## src/rtl/sdram_seq_pkg.sv

```systemverilog
package sdram_seq_pkg;

  typedef enum logic [1:0] {
    CMD_DESEL,
    CMD_PRE,
    CMD_REF,
    CMD_MRS
  } seq_cmd_e;

  typedef enum logic [3:0] {
    S_PWR_WAIT,
    S_INIT_PRE,
    S_INIT_TRP,
    S_INIT_REF,
    S_INIT_TRC,
    S_MRS,
    S_TRSC,
    S_IDLE,
    S_USER,
    S_RF_PRE,
    S_RF_TRP,
    S_RF_REF,
    S_RF_TRC
  } seq_state_e;

  // {cs_n, ras_n, cas_n, we_n}
  function automatic logic [3:0] cmd_pins(seq_cmd_e c);
    case (c)
      CMD_PRE: return 4'b0010;
      CMD_REF: return 4'b0001;
      CMD_MRS: return 4'b0000;
      default: return 4'b1111;
    endcase
  endfunction

  function automatic int unsigned max2(int unsigned a, int unsigned b);
    return (a > b) ? a : b;
  endfunction

  // cycle index at which ready is first high after reset release
  function automatic int unsigned init_span(int unsigned wait_c, int unsigned trp,
                                            int unsigned trc, int unsigned nref,
                                            int unsigned trsc);
    return wait_c + trp + nref * trc + trsc;
  endfunction

endpackage

```

## src/rtl/seq_delay_timer.sv

```systemverilog
module seq_delay_timer #(
  parameter int unsigned CNT_W   = 8,
  parameter int unsigned RST_VAL = 0
) (
  input  logic             clk,
  input  logic             rst_n,
  input  logic             load,
  input  logic [CNT_W-1:0] load_val,
  output logic             zero
);
  logic [CNT_W-1:0] cnt_q;

  always_ff @(posedge clk or negedge rst_n) begin
    if (!rst_n)            cnt_q <= CNT_W'(RST_VAL);
    else if (load)         cnt_q <= load_val;
    else if (cnt_q != '0)  cnt_q <= cnt_q - 1'b1;
  end

  assign zero = (cnt_q == '0);
endmodule

```

## src/rtl/seq_refresh_timer.sv

```systemverilog
module seq_refresh_timer #(
  parameter int unsigned INTERVAL = 780
) (
  input  logic clk,
  input  logic rst_n,
  input  logic run,
  input  logic clear,
  output logic pending
);
  localparam int unsigned TW = (INTERVAL > 1) ? $clog2(INTERVAL) : 1;
  localparam logic [TW-1:0] LAST = TW'(INTERVAL - 1);

  logic [TW-1:0] tick_q;
  logic          wrap;

  assign wrap = run && (tick_q == LAST);

  always_ff @(posedge clk or negedge rst_n) begin
    if (!rst_n) begin
      tick_q  <= '0;
      pending <= 1'b0;
    end else begin
      if (run) tick_q <= wrap ? '0 : tick_q + 1'b1;
      if (wrap)       pending <= 1'b1;
      else if (clear) pending <= 1'b0;
    end
  end
endmodule

```

## src/rtl/seq_cmd_encoder.sv

```systemverilog
module seq_cmd_encoder
  import sdram_seq_pkg::*;
#(
  parameter int unsigned ADDR_W  = 9,
  parameter int unsigned AP_BIT  = 8,
  parameter logic [ADDR_W-1:0] MODE_OP = '0
) (
  input  seq_cmd_e          cmd,
  output logic              cs_n,
  output logic              ras_n,
  output logic              cas_n,
  output logic              we_n,
  output logic [ADDR_W-1:0] addr
);
  always_comb begin
    {cs_n, ras_n, cas_n, we_n} = cmd_pins(cmd);
    addr = '0;
    if (cmd == CMD_PRE)      addr[AP_BIT] = 1'b1;
    else if (cmd == CMD_MRS) addr = MODE_OP;
  end
endmodule

```

## src/rtl/sdram_init_refresh_seq.sv

```systemverilog
module sdram_init_refresh_seq
  import sdram_seq_pkg::*;
#(
  parameter int unsigned NUM_BANKS    = 2,
  parameter int unsigned ADDR_W       = 9,
  parameter int unsigned AP_BIT       = 8,
  parameter int unsigned DQM_W        = 2,
  parameter int unsigned WAIT_CYC     = 200,
  parameter int unsigned T_RP         = 3,
  parameter int unsigned T_RC         = 9,
  parameter int unsigned T_RSC        = 2,
  parameter int unsigned INIT_REFS    = 2,
  parameter int unsigned REF_INTERVAL = 780,
  parameter logic [ADDR_W-1:0] MODE_OP = 9'h032
) (
  input  logic                 clk,
  input  logic                 rst_n,
  input  logic                 user_req,
  input  logic [NUM_BANKS-1:0] user_bank_open,
  output logic                 sd_cs_n,
  output logic                 sd_ras_n,
  output logic                 sd_cas_n,
  output logic                 sd_we_n,
  output logic [ADDR_W-1:0]    sd_addr,
  output logic [DQM_W-1:0]     sd_dqm,
  output logic                 sd_cke,
  output logic                 user_grant,
  output logic                 ready
);
  localparam int unsigned MAXV  = max2(max2(WAIT_CYC, T_RP), max2(T_RC, T_RSC));
  localparam int unsigned CNT_W = $clog2(MAXV + 1);
  localparam int unsigned NR_W  = $clog2(INIT_REFS + 1);

  seq_state_e state_q, state_d;
  seq_cmd_e   cmd;
  logic [NR_W-1:0]  nref_q;
  logic [CNT_W-1:0] load_val;
  logic             dly_zero;
  logic             ready_q, cke_q;

  // named internal events
  logic ref_pending;
  logic ref_issue;
  logic pre_issue;
  logic timer_load;
  logic nref_done;
  logic any_open;

  assign ref_issue  = (cmd == CMD_REF);
  assign pre_issue  = (cmd == CMD_PRE);
  assign timer_load = (cmd != CMD_DESEL);
  assign nref_done  = (nref_q == NR_W'(INIT_REFS));
  assign any_open   = |user_bank_open;

  always_comb begin
    case (state_q)
      S_INIT_PRE, S_RF_PRE: cmd = CMD_PRE;
      S_INIT_REF, S_RF_REF: cmd = CMD_REF;
      S_MRS:                cmd = CMD_MRS;
      default:              cmd = CMD_DESEL;
    endcase
  end

  always_comb begin
    case (state_q)
      S_INIT_PRE, S_RF_PRE: load_val = CNT_W'(T_RP - 2);
      S_INIT_REF, S_RF_REF: load_val = CNT_W'(T_RC - 2);
      S_MRS:                load_val = CNT_W'(T_RSC - 2);
      default:              load_val = '0;
    endcase
  end

  always_comb begin
    state_d = state_q;
    case (state_q)
      S_PWR_WAIT: if (dly_zero) state_d = S_INIT_PRE;
      S_INIT_PRE: state_d = S_INIT_TRP;
      S_INIT_TRP: if (dly_zero) state_d = S_INIT_REF;
      S_INIT_REF: state_d = S_INIT_TRC;
      S_INIT_TRC: if (dly_zero) state_d = nref_done ? S_MRS : S_INIT_REF;
      S_MRS:      state_d = S_TRSC;
      S_TRSC:     if (dly_zero) state_d = S_IDLE;
      S_IDLE: begin
        if (ref_pending)   state_d = any_open ? S_RF_PRE : S_RF_REF;
        else if (user_req) state_d = S_USER;
      end
      S_USER:     if (!user_req) state_d = S_IDLE;
      S_RF_PRE:   state_d = S_RF_TRP;
      S_RF_TRP:   if (dly_zero) state_d = S_RF_REF;
      S_RF_REF:   state_d = S_RF_TRC;
      S_RF_TRC:   if (dly_zero) state_d = S_IDLE;
      default:    state_d = S_PWR_WAIT;
    endcase
  end

  always_ff @(posedge clk or negedge rst_n) begin
    if (!rst_n) begin
      state_q <= S_PWR_WAIT;
      nref_q  <= '0;
      ready_q <= 1'b0;
      cke_q   <= 1'b0;
    end else begin
      state_q <= state_d;
      cke_q   <= 1'b1;
      if (state_q == S_INIT_REF) nref_q <= nref_q + 1'b1;
      if (state_q == S_TRSC && dly_zero) ready_q <= 1'b1;
    end
  end

  seq_delay_timer #(.CNT_W(CNT_W), .RST_VAL(WAIT_CYC - 1)) u_dly (
    .clk(clk), .rst_n(rst_n), .load(timer_load), .load_val(load_val), .zero(dly_zero)
  );

  seq_refresh_timer #(.INTERVAL(REF_INTERVAL)) u_rtmr (
    .clk(clk), .rst_n(rst_n), .run(ready_q),
    .clear(ref_issue && ready_q), .pending(ref_pending)
  );

  seq_cmd_encoder #(.ADDR_W(ADDR_W), .AP_BIT(AP_BIT), .MODE_OP(MODE_OP)) u_enc (
    .cmd(cmd), .cs_n(sd_cs_n), .ras_n(sd_ras_n), .cas_n(sd_cas_n),
    .we_n(sd_we_n), .addr(sd_addr)
  );

  assign sd_cke     = cke_q;
  assign sd_dqm     = ready_q ? '0 : '1;
  assign ready      = ready_q;
  assign user_grant = (state_q == S_USER);
endmodule

```

## config.mk

```make
export PLATFORM = sky130hd
export DESIGN_NAME = sdram_init_refresh_seq
export DESIGN_NICKNAME = d
export VERILOG_FILES = /design/src/rtl/sdram_seq_pkg.sv /design/src/rtl/seq_delay_timer.sv /design/src/rtl/seq_refresh_timer.sv /design/src/rtl/seq_cmd_encoder.sv /design/src/rtl/sdram_init_refresh_seq.sv
export SDC_FILE = /design/constraint.sdc
export NUM_CORES = 1
export LEC_CHECK = 0
export BUFFER_PORTS_ARGS = -buffer_cell sky130_fd_sc_hd__buf_4
export CAP_MARGIN = 20
export CORE_MARGIN = 8
export CORE_UTILIZATION = 40
export DETAILED_ROUTE_END_ITERATION = 10
export PLACE_DENSITY = 0.71
export SYNTH_ARGS = -nofsm -noshare
export SYNTH_HDL_FRONTEND = slang
export SYNTH_SLANG_ARGS = --single-unit
```

## constraint.sdc

```tcl
create_clock -name clk -period 2.1 [get_ports clk]
set_clock_uncertainty 0.05 [all_clocks]
set_input_delay 0.105 -clock clk [delete_from_list [all_inputs] [get_ports clk]]
set_output_delay 0.105 -clock clk [all_outputs]
set_load 0.05 [all_outputs]
```

==> results.rst, run 1 <==
.. list-table::
   :header-rows: 1

   * - Metric
     - Value
   * - Outcome
     - finished clean
   * - Max cap viols
     - 0
   * - R2r setup slk
     - roughly 0.19 ns
   * - Initial standard-cell utilization of the core
     - 0.404
   * - Clock tree from TritonCTS
     - built
   * - #FFs+latches synth
     - 27
   * - Library cell occupying the most area in the post-synthesis netlist
     - dfrtp_1
   * - Family with the most delay on the worst path
     - simple AND/OR/NAND/NOR gates
   * - Combined area of the multi-input logic cells
     - 801 um^2
   * - RD Place Congestion
     - 0.819
   * - Fraction of layout cells with a size suffix above 1
     - 0.211
   * - Bufs on Longest Clock Path
     - 2
   * - Post CTS Setup Buffer Count
     - 0
   * - Total Routing Usage GR
     - 0.103
   * - Finish-stage setup viols
     - 0
   * - TritonCTS sink count
     - 27
   * - Root Buffer
     - clkbuf_8
   * - Delay contributed by the slowest stage of the critical path
     - 0.40 ns
   * - Setup TNS Final
     - 0 ns
   * - Flip-flop and latch area
     - 682 um^2
   * - Number of global-route vias before repair
     - 1,191
   * - Core area
     - 0.00391 mm^2
   * - First-pass GRT wire length
     - 5.24 mm
   * - Worst hold path class
     - input port to async pin
   * - Final core utilization
     - 0.465
   * - Post-synthesis async set-or-reset flop share
     - 1.00
   * - CP Max Fanout
     - 7
   * - Ant diodes
     - 0
   * - Number of I/O pins
     - 23
   * - Max-slew violation count
     - 0
   * - Worst hold margin
     - 0.217 ns
   * - Combinational Power Share
     - 0.490
   * - Die height
     - 78.9 um
   * - Count of unresolved DRC violations after routing
     - 0
   * - Die Area
     - 0.00622 mm^2
   * - Total stage count of the critical path
     - 6
   * - Count leader, synth
     - dfrtp_1
   * - Number of buffer and inverter stages on the critical path
     - 1
   * - Total power density per cell area
     - 1300 mW/mm^2
   * - Primary FF master, synth
     - dfrtp_1
   * - Number of flops mapped to enable cells by yosys
     - 0
   * - Post-Route WL
     - 3.09 mm
   * - Sw frac
     - 0.452
   * - Slew at the pin closest to its max-slew limit
     - 0.489 ns
   * - Routed wirelength normalized by instance count
     - 13.1 um
   * - Int Pwr
     - 1290 uW
   * - Leakage power total
     - 0.000802 uW
   * - Share of the yosys chip area belonging to registers
     - 0.431
   * - Crit path arrival time
     - 2.04 ns
   * - CP endpoint kind
     - flop
   * - Clock-pin slew of the registers on the worst-case setup and hold paths
     - 0.10 ns
   * - Avg Cell Area, Syn
     - between 9 and 10 um^2
   * - Largest net degree at the start of global routing
     - 28
   * - List of cells traversed by the critical path
     - inv_1 > ha_1 > nor4b_4 > a221oi_2 > or2_1 > a211o_1
   * - Netlist area before placement
     - 0.00158 mm^2
   * - Clock power frac
     - 0.133
   * - Number of buffers created by CTS
     - 3
   * - Worst voltage drop across the vdd grid
     - roughly 0.67 mV
   * - Initial detailed-routing violation count
     - 43
   * - Commonest cells in the netlist
     - 22 x dfrtp_1, 19 x nor2_1, 11 x inv_1
   * - HPWL Detailed
     - 2.25 mm
   * - Number of nets in the finished design
     - ~200
   * - Dominant cells by area after synthesis
     - dfrtp_1 35%, dfstp_2 8.3%, xnor2_1 5.0%, nor2_1 4.5%, buf_4 4.3%
   * - # rows
     - 23
   * - Later-pin clock latency in the skew report
     - around 0.28 ns
   * - Slowest library cell on the worst path
     - dfstp_2
   * - Count of buffers from port buffering
     - 17
   * - Worst setup path class
     - flop to flop
   * - Beginning of the worst register-to-register path
     - u_dly.cnt_q[0]
   * - Yosys warnings
     - 0
   * - Htree depth
     - 1
   * - First-pass iteration count of the detailed router
     - 4
   * - P_sw
     - 1070 uW
   * - Final period utilization
     - 0.911
   * - Filler cells
     - 393
   * - Die X-Extent
     - approximately 79 um
   * - Area share of the largest cell type after synthesis
     - 0.348
   * - Final Hold Fails
     - 0
   * - Antenna-violating nets left
     - 0
   * - Minimum clock period
     - 1.91 ns
   * - Upper clock frequency limit
     - 0.523 GHz
   * - Antenna violations before repair
     - 0
   * - Vias per Instance
     - 5.14
   * - Required arrival time at the worst endpoint
     - 2.23 ns
   * - Setup repair after global routing missed its margin
     - no
   * - Path depth of the worst reg2reg path
     - 6
   * - Via total after detailed routing
     - 1,208
   * - Worst slew margin relative to its limit
     - 0.665
   * - Area growth from synthesis to layout
     - 15.1%
   * - Gate count of the mapped netlist
     - roughly 170
   * - Launching element type of the critical path
     - flop
   * - Seq pwr share
     - 0.377
   * - Netlist cell types
     - 47
   * - R2R Path End
     - state_q[3]
   * - GRT Residual Overflow
     - 0
worst max path at each step:
stage	endpoint	slack (ns)	from
6_report	state_q[3]	0.19	u_dly.cnt_q[0]
5_1_grt	state_q[3]	0.09	u_dly.cnt_q[0]
4_1_cts	state_q[3]	0.19	u_dly.cnt_q[0]
3_5_place_dp	state_q[3]	0.22	u_dly.cnt_q[0]
3_3_place_gp	state_q[3]	0.25	u_dly.cnt_q[0]
2_1_floorplan	sd_addr[4]	0.07	state_q[2]
metrics by stage:
stage                     total power [uW]  cells  area (um^2)  setup slack (ns)
final                                 2360    235         1820             0.187
after global routing                  2550    235         1820            0.0950
after CTS                             2380    235         1820             0.195
after detailed placement              2060    229         1750             0.218
after global placement                2050    229         1750             0.253
after floorplan                       1790    171         1610            0.0718
worst reg2reg max path: stages (launching register included):
cell and delay (ns):
dfstp_2 0.40, inv_1 0.08, ha_1 0.16, nor4b_4 0.37, a221oi_2 0.16, or2_1 0.29
a211o_1 0.30
sequential cells by signal, indices dropped and copies added, names as in the netlist:
register        flops
u_rtmr.tick_q      10
u_dly.cnt_q         8
state_q             4
nref_q              2
ready               1
sd_cke              1
u_rtmr.pending      1
power groups by stage:
stage                     combinational [uW]  sequential [uW]  clock, uW
after global routing                    1300              918        339
final                                   1160              890        313
after floorplan                          991              803          0
after CTS                               1170              888        322
after detailed placement                1160              898          0
after global placement                  1150              895          0
placed cells by master, fill, tap and decap left out, types with 2 or more instances in the layout:
cell / n
buf_4: 22
dfrtp_1: 22
nor2_1: 19
inv_1: 11
xnor2_1: 9
o21ai_0: 8
nand2_1: 7
xor2_1: 6
nor3_1: 6
conb_1: 6
a21oi_1: 5
dfstp_2: 5
nand3_1: 4
nand4_1: 4
ha_1: 4
and2_1: 3
o31ai_1: 3
a211oi_1: 3
clkbuf_8: 3
nand2b_1: 2
nand3b_1: 2
nor4b_4: 2
o21a_1: 2
nor3_2: 2
a21o_1: 2
dlygate4sd3_1: 2
kinds of logic after synthesis:
family,count (synthesis),share of synthesized area
compound gates,33,0.145
xor+xnor,15,0.0831
fa+ha+maj,4,0.0316
buf+inv,25,0.0815
flops,27,0.431
mux,1,0.00712
other cells,2,0.00475
simple gates,60,0.216
metal layers:
metal | routed length [um] | track usage
met1 | 1500 | 0.124
met2 | 1450 | 0.174
met3 | 81 | 0.0147
met4 | 57 | 0.0537
met5 | 0 | 0
layout make-up:
class,count,share of cell area
timing repair buffer,24,0.102
multi-input combinational,119,0.440
tap,50,0.0344
clock buffer,3,0.0227
clock inverter,1,0.00412
inverter,11,0.0227
sequential,27,0.375
what timing repair did:
| item | in CTS | in global routing |
|---|---|---|
| hold endpoints to repair | 28 | 0 |
| hold buffers | 2 | 0 |
| gates resized for setup | 0 | 0 |
No activity file was read; power rests on OpenSTA's default activity.
==> run 2, diff against run 1 <==
- GPL_ROUTABILITY_DRIVEN: default -> 0
- SYNTH_HIERARCHICAL: default -> 1
==> run 2 against run 1 <==
  * Count of clock-buffer cells in the layout stayed put
  * Cell area is 13% higher
  * Via count rose by 22%
  * Sequential power is 12% higher
  * Register-to-register slack worse by 0.09 ns
  * Hold slack gained 0.0012 ns
  * Final cell count is 15% higher
  * Power up 13%
  * Synthesized cell count increased by 19%
  * Highest routed layer unchanged
  * Sequential cell count did not move
  * Combinational power is 17% higher
==> results.rst, run 2 <==
.. list-table::
   :header-rows: 1

   * - Metric
     - Value
   * - Die height
     - a little over 80 um
   * - CP endpoint kind
     - flop
   * - Total Routing Usage GR
     - 0.109
   * - Worst voltage drop across the vdd grid
     - 0.761 mV
   * - Worst setup path class
     - flop to flop
   * - Finish-stage setup viols
     - 0
   * - Core area
     - 0.00435 mm^2
   * - Area share of the largest cell type after synthesis
     - 0.306
   * - Required arrival time at the worst endpoint
     - 2.20 ns
   * - Routed wirelength normalized by instance count
     - between 10 and 15 um
   * - Delay contributed by the slowest stage of the critical path
     - ~0.5 ns
   * - Initial detailed-routing violation count
     - 52
   * - Antenna-violating nets left
     - 0
   * - TritonCTS sink count
     - 27
   * - Post-Route WL
     - 3.86 mm
   * - Outcome
     - finished clean
   * - Final period utilization
     - 0.954
   * - Max-slew violation count
     - 0
   * - Clock-pin slew of the registers on the worst-case setup and hold paths
     - 0.10 ns
   * - Path depth of the worst reg2reg path
     - 7
   * - Die Area
     - 0.00690 mm^2
   * - Later-pin clock latency in the skew report
     - 0.28 ns
   * - CP Max Fanout
     - 5
   * - Initial standard-cell utilization of the core
     - 0.413
   * - Registers with the highest flip-flop counts
     - u_rtmr/tick_q x10, u_dly/cnt_q x8, state_q x4
   * - Via total after detailed routing
     - approximately 1,500
   * - Ant diodes
     - 0
   * - Count of unresolved DRC violations after routing
     - 0
   * - Number of nets in the finished design
     - approximately 230
   * - Total power density per cell area
     - 1300 mW/mm^2
   * - Vias per Instance
     - ~5.4
   * - Count leader, synth
     - dfrtp_1
   * - Number of I/O pins
     - 23
   * - Primary FF master, synth
     - dfrtp_1
   * - Leading cell type in the layout, fill and taps excluded
     - buf_4
   * - Total stage count of the critical path
     - 7
   * - Number of buffer and inverter stages on the critical path
     - 1
   * - Fraction of layout cells with a size suffix above 1
     - 0.247
   * - Netlist area before placement
     - between 0.0015 and 0.002 mm^2
   * - Dominant cells by area after synthesis
     - dfrtp_1 31%, dfstp_2 7.3%, buf_4 4.2%, nor2_1 3.3%, inv_1 2.7%
   * - Setup repair after global routing missed its margin
     - no
   * - Max cap viols
     - 0
   * - Number of buffers created by CTS
     - 3
   * - Crit path arrival time
     - around 2.1 ns
   * - Final Hold Fails
     - 0
   * - Most used cells in the layout excluding fill and tap cells
     - 27 x buf_4, 20 x dfrtp_1, 14 x nor2_1
   * - Count of buffers from port buffering
     - 17
   * - Share of the yosys chip area belonging to registers
     - 0.379
   * - Htree depth
     - 1
   * - Leakage power total
     - 0.000860 uW
   * - Root Buffer
     - clkbuf_8
   * - Post-synthesis async set-or-reset flop share
     - 1.00
   * - Worst slew margin relative to its limit
     - 0.646
   * - Avg Cell Area, Syn
     - 9.09 um^2
   * - Slew at the pin closest to its max-slew limit
     - slightly above 0.5 ns
   * - Commonest cells in the netlist
     - 22 x dfrtp_1, 16 x nor2_1, 13 x inv_1, 13 x nand2_1, 10 x buf_4
   * - #FFs+latches synth
     - 27
   * - List of cells traversed by the critical path
     - inv_1 > ha_1 > or3b_1 > nor2_4 > a311oi_4 > a2111oi_0 > a211oi_2
   * - Minimum clock period
     - 2.00 ns
   * - Number of flip-flops under the largest register name
     - 10
   * - Library cell occupying the most area in the post-synthesis netlist
     - dfrtp_1
   * - HPWL Detailed
     - 2.72 mm
   * - Antenna violations before repair
     - 0
   * - Yosys warnings
     - 6
   * - Netlist cell types
     - 59
   * - Final core utilization
     - 0.472
   * - First-pass iteration count of the detailed router
     - 4
   * - Gate count of the mapped netlist
     - 198
   * - Upper clock frequency limit
     - 0.499 GHz
   * - Launching element type of the critical path
     - flop
   * - Family with the most delay on the worst path
     - compound AO/OA/AOI/OAI gates
   * - First-pass GRT wire length
     - 6.52 mm
   * - Bufs on Longest Clock Path
     - 2
   * - Setup TNS Final
     - 0 ns
   * - # rows
     - 24
   * - Area growth from synthesis to layout
     - 14.2%
   * - Number of flops mapped to enable cells by yosys
     - 0
   * - GRT Residual Overflow
     - 0
   * - Largest net degree at the start of global routing
     - 28
   * - Worst hold path class
     - input port to async pin
   * - Clock tree from TritonCTS
     - built
   * - Number of global-route vias before repair
     - 1,379
   * - Largest reg by FF count
     - u_rtmr/tick_q
   * - Die X-Extent
     - 83.1 um
   * - Slowest library cell on the worst path
     - a2111oi_0
run 2: area by class of cell:
cell class	count	area [um^2]
fill	420	2300
multi-input combinational	145	981
sequential	27	684
timing repair buffer	29	223
tap	52	65.1
inverter	14	52.6
clock buffer	3	41.3
clock inverter	1	7.51
run 2: worst paths after layout:
kind / startpoint / endpoint / slack [ns]
max: u_dly/cnt_q[0] / state_q[2] / 0.1
min: rst_n / u_rtmr/tick_q[1] / 0.22
max reg2reg: u_dly/cnt_q[0] / state_q[2] / 0.1
min reg2reg: u_rtmr/tick_q[7] / u_rtmr/tick_q[7] / 0.48
max in group asynchronous: rst_n / u_dly/cnt_q[1] / 1.47
min in group clk: user_bank_open[0] / state_q[1] / 0.38
run 2: logic make-up after synthesis:
family | share of synthesized area
mux | 0.0202
buf+inv | 0.104
flops | 0.379
other cells | 0.00626
simple gates | 0.236
fa+ha+maj | 0.0209
compound gates | 0.195
xor+xnor | 0.0389
run 2: power breakdown:
part,switching [uW],internal [uW],leakage [uW]
Clock,171,135,0.0000217
Combinational,767,589,0.000505
Sequential,279,724,0.000334
Total,1220,1450,0.000860
run 2: per-stage QoR:
stage | std cells | setup slack, ns | hold WS (ns) | instance area, um^2 | total power (uW)
2_1_floorplan | 206 | 0.00126 | -0.241 | 1840 | 2020
3_3_place_gp | 265 | 0.169 | -0.0104 | 1970 | 2300
3_5_place_dp | 265 | 0.105 | -0.0107 | 1970 | 2330
4_1_cts | 271 | 0.0630 | 0.222 | 2040 | 2650
5_1_grt | 271 | 0.000581 | 0.236 | 2050 | 2870
6_report | 271 | 0.0960 | 0.218 | 2050 | 2670
run 2: per-layer routing:
layer,track usage,vias up,routed length [um],share of wire
met4,0.0192,0,36,0.0093
met3,0.0273,4,108,0.028
met2,0.180,25,1910,0.49
li1,-,734,-,-
met1,0.140,712,1810,0.47
met5,0,-,0,0
run 2: what timing repair did:
action	in CTS	in global routing
hold buffers	2	0
endpoints found under the setup margin	3	7
setup buffers	0	0
gates resized for setup	1	4
endpoints found under the hold margin	28	0
gates cloned	0	0
==> run 3, diff against run 2 <==
- MAX_ROUTING_LAYER: default -> met4
==> run 3 against run 2 <==
  * Final cell count unchanged
  * Sequential cell count stayed put
  * Critical path type unchanged
  * Cell area stayed put
  * Die area stayed put
  * Combinational power about the same
  * Via count up 0.68%
  * Sequential power barely moved
  * Utilization stayed put
  * First-iteration DRC count unchanged
  * Largest power group unchanged
  * Critical path depth unchanged
  * Clock power about the same
==> results.rst, run 3 (synthesis results as in run 2) <==
.. list-table::
   :header-rows: 1

   * - Metric
     - Value
   * - Final Hold Fails
     - 0
   * - Via total after detailed routing
     - 1,485
   * - Total Routing Usage GR
     - 0.112
   * - DR top layer
     - met4
   * - Max cap viols
     - 0
   * - Count of non-filler cells in the finished layout
     - approximately 270
   * - Number of buffers created by CTS
     - 3
   * - Upper clock frequency limit
     - 0.496 GHz
   * - # rows
     - 24
   * - Met3 wire len
     - between 100 and 150 um
   * - GRT Residual Overflow
     - 0
   * - TritonCTS sink count
     - 27
   * - Later-pin clock latency in the skew report
     - 0.27 ns
   * - Number of nets in the finished design
     - 228
   * - Count of unresolved DRC violations after routing
     - 0
   * - Slew at the pin closest to its max-slew limit
     - 0.529 ns
   * - Number of global-route vias before repair
     - between 1,000 and 1,500
   * - Antenna-violating nets left
     - 0
   * - Met2 wire len
     - between 1.5 and 2 mm
   * - Minimum clock period
     - between 2 and 2.5 ns
   * - Leakage power total
     - 0.000860 uW
   * - Die Area
     - 0.00690 mm^2
   * - Finish-stage setup viols
     - 0
   * - CP endpoint kind
     - flop
   * - Beginning of the worst register-to-register path
     - u_dly/cnt_q[0]
   * - Max-slew violation count
     - 0
   * - Total instance count after detailed placement
     - 265
   * - Most used cells in the layout excluding fill and tap cells
     - 27 x buf_4, 20 x dfrtp_1, 14 x nor2_1
   * - Area growth from synthesis to layout
     - 14.2%
   * - Count of buffers from port buffering
     - 17
   * - Post-Route WL
     - 3.85 mm
   * - Worst voltage drop across the vdd grid
     - 0.764 mV
   * - HPWL Detailed
     - 2.72 mm
   * - Htree depth
     - 1
   * - Setup TNS Final
     - 0 ns
   * - Total power density per cell area
     - approximately 1300 mW/mm^2
   * - Core area
     - around 0.0044 mm^2
   * - Clock tree from TritonCTS
     - built
   * - Start point of the critical path
     - u_dly/cnt_q[0]
   * - First-pass iteration count of the detailed router
     - 4
   * - Routed wirelength normalized by instance count
     - roughly 14 um
   * - Antenna violations before repair
     - 0
   * - Ant diodes
     - 0
   * - R2r setup slk
     - 0.09 ns
   * - Crit path arrival time
     - 2.11 ns
   * - Bufs on Longest Clock Path
     - 2
   * - Outcome
     - finished clean
   * - Clock-pin slew of the registers on the worst-case setup and hold paths
     - 0.10 ns
   * - Wire length on met1
     - 1.81 mm
   * - R2R Path End
     - state_q[2]
   * - Largest net degree at the start of global routing
     - 28
   * - Worst setup path class
     - flop to flop
   * - Required arrival time at the worst endpoint
     - 2.19 ns
   * - Registers with the highest flip-flop counts
     - u_rtmr/tick_q x10, u_dly/cnt_q x8, state_q x4
   * - CP Max Fanout
     - 5
   * - Fraction of layout cells with a size suffix above 1
     - 0.247
   * - Root Buffer
     - clkbuf_8
   * - Worst slew margin relative to its limit
     - 0.638
   * - Vias per Instance
     - 5.48
   * - Leading cell type in the layout, fill and taps excluded
     - buf_4
   * - Path depth of the worst reg2reg path
     - 7
   * - First-pass GRT wire length
     - between 6 and 7 mm
   * - Largest reg by FF count
     - u_rtmr/tick_q
   * - Initial detailed-routing violation count
     - 52
   * - Setup repair after global routing missed its margin
     - no
   * - Number of I/O pins
     - 23
   * - Initial standard-cell utilization of the core
     - 0.413
   * - Die X-Extent
     - approximately 83 um
   * - Final period utilization
     - 0.959
   * - Die height
     - 83.1 um
   * - Launching element type of the critical path
     - flop
   * - Worst hold path class
     - input port to async pin
   * - Number of flip-flops under the largest register name
     - 10
run 3: cell counts in the layout (fill, tap and decap cells not counted):
Identical to the previous run, type by type.
run 3: worst max-delay path by stage:
| stage | endpoint | slack [ns] | cells past startpoint |
|---|---|---|---|
| 6_report | state_q[2] | 0.09 | 7 |
| 3_3_place_gp | state_q[2] | 0.17 | 5 |
| 2_1_floorplan | sd_addr[4] | 0.001 | 5 |
| 3_5_place_dp | state_q[2] | 0.10 | 8 |
| 5_1_grt | state_q[2] | 0.0006 | 7 |
| 4_1_cts | sd_addr[4] | 0.06 | 5 |
run 3: repair_timing:
item | CTS | global route
buffers inserted | 0 | 0
hold buffers | 2 | 0
gates resized for setup | 1 | 4
setup endpoints to repair | 3 | 7
endpoints found under the hold margin | 28 | 0
run 3: final cells by class:
cell class | count | area, um^2
sequential | 27 | 684
tap | 52 | 65.1
clock buffer | 3 | 41.3
multi-input combinational | 145 | 981
clock inverter | 1 | 7.51
inverter | 14 | 52.6
timing repair buffer | 29 | 223
fill | 420 | 2300
run 3: critical path: stages (launching register included):
cell	delay [ns]
dfstp_2	0.40
inv_1	0.07
ha_1	0.17
or3b_1	0.41
nor2_4	0.15
a311oi_4	0.07
a2111oi_0	0.51
a211oi_2	0.06
run 3: per-layer routing:
layer | vias to the layer above | global-route usage
met5 | - | -
met1 | 724 | 0.140
met4 | 0 | 0.0192
li1 | 738 | -
met3 | 2 | 0.0273
met2 | 21 | 0.180
run 3: per-stage QoR:
stage	power, uW	hold WS, ns	setup WS [ns]	cell area [um^2]	utilization
finish	2660	0.221	0.0852	2050	0.472
floorplan	2020	-0.241	0.00126	1840	-
detailed placement	2330	-0.0107	0.105	1970	0.453
global route	2870	0.236	0.000581	2050	0.472
CTS	2650	0.222	0.0630	2040	0.469
global placement	2300	-0.0104	0.169	1970	0.453
run 3: power by group:
group | switching, uW | leakage [uW] | internal [uW]
clock network | 170 | 0.0000217 | 135
logic | 765 | 0.000505 | 589
registers | 280 | 0.000334 | 724
total | 1220 | 0.000860 | 1450
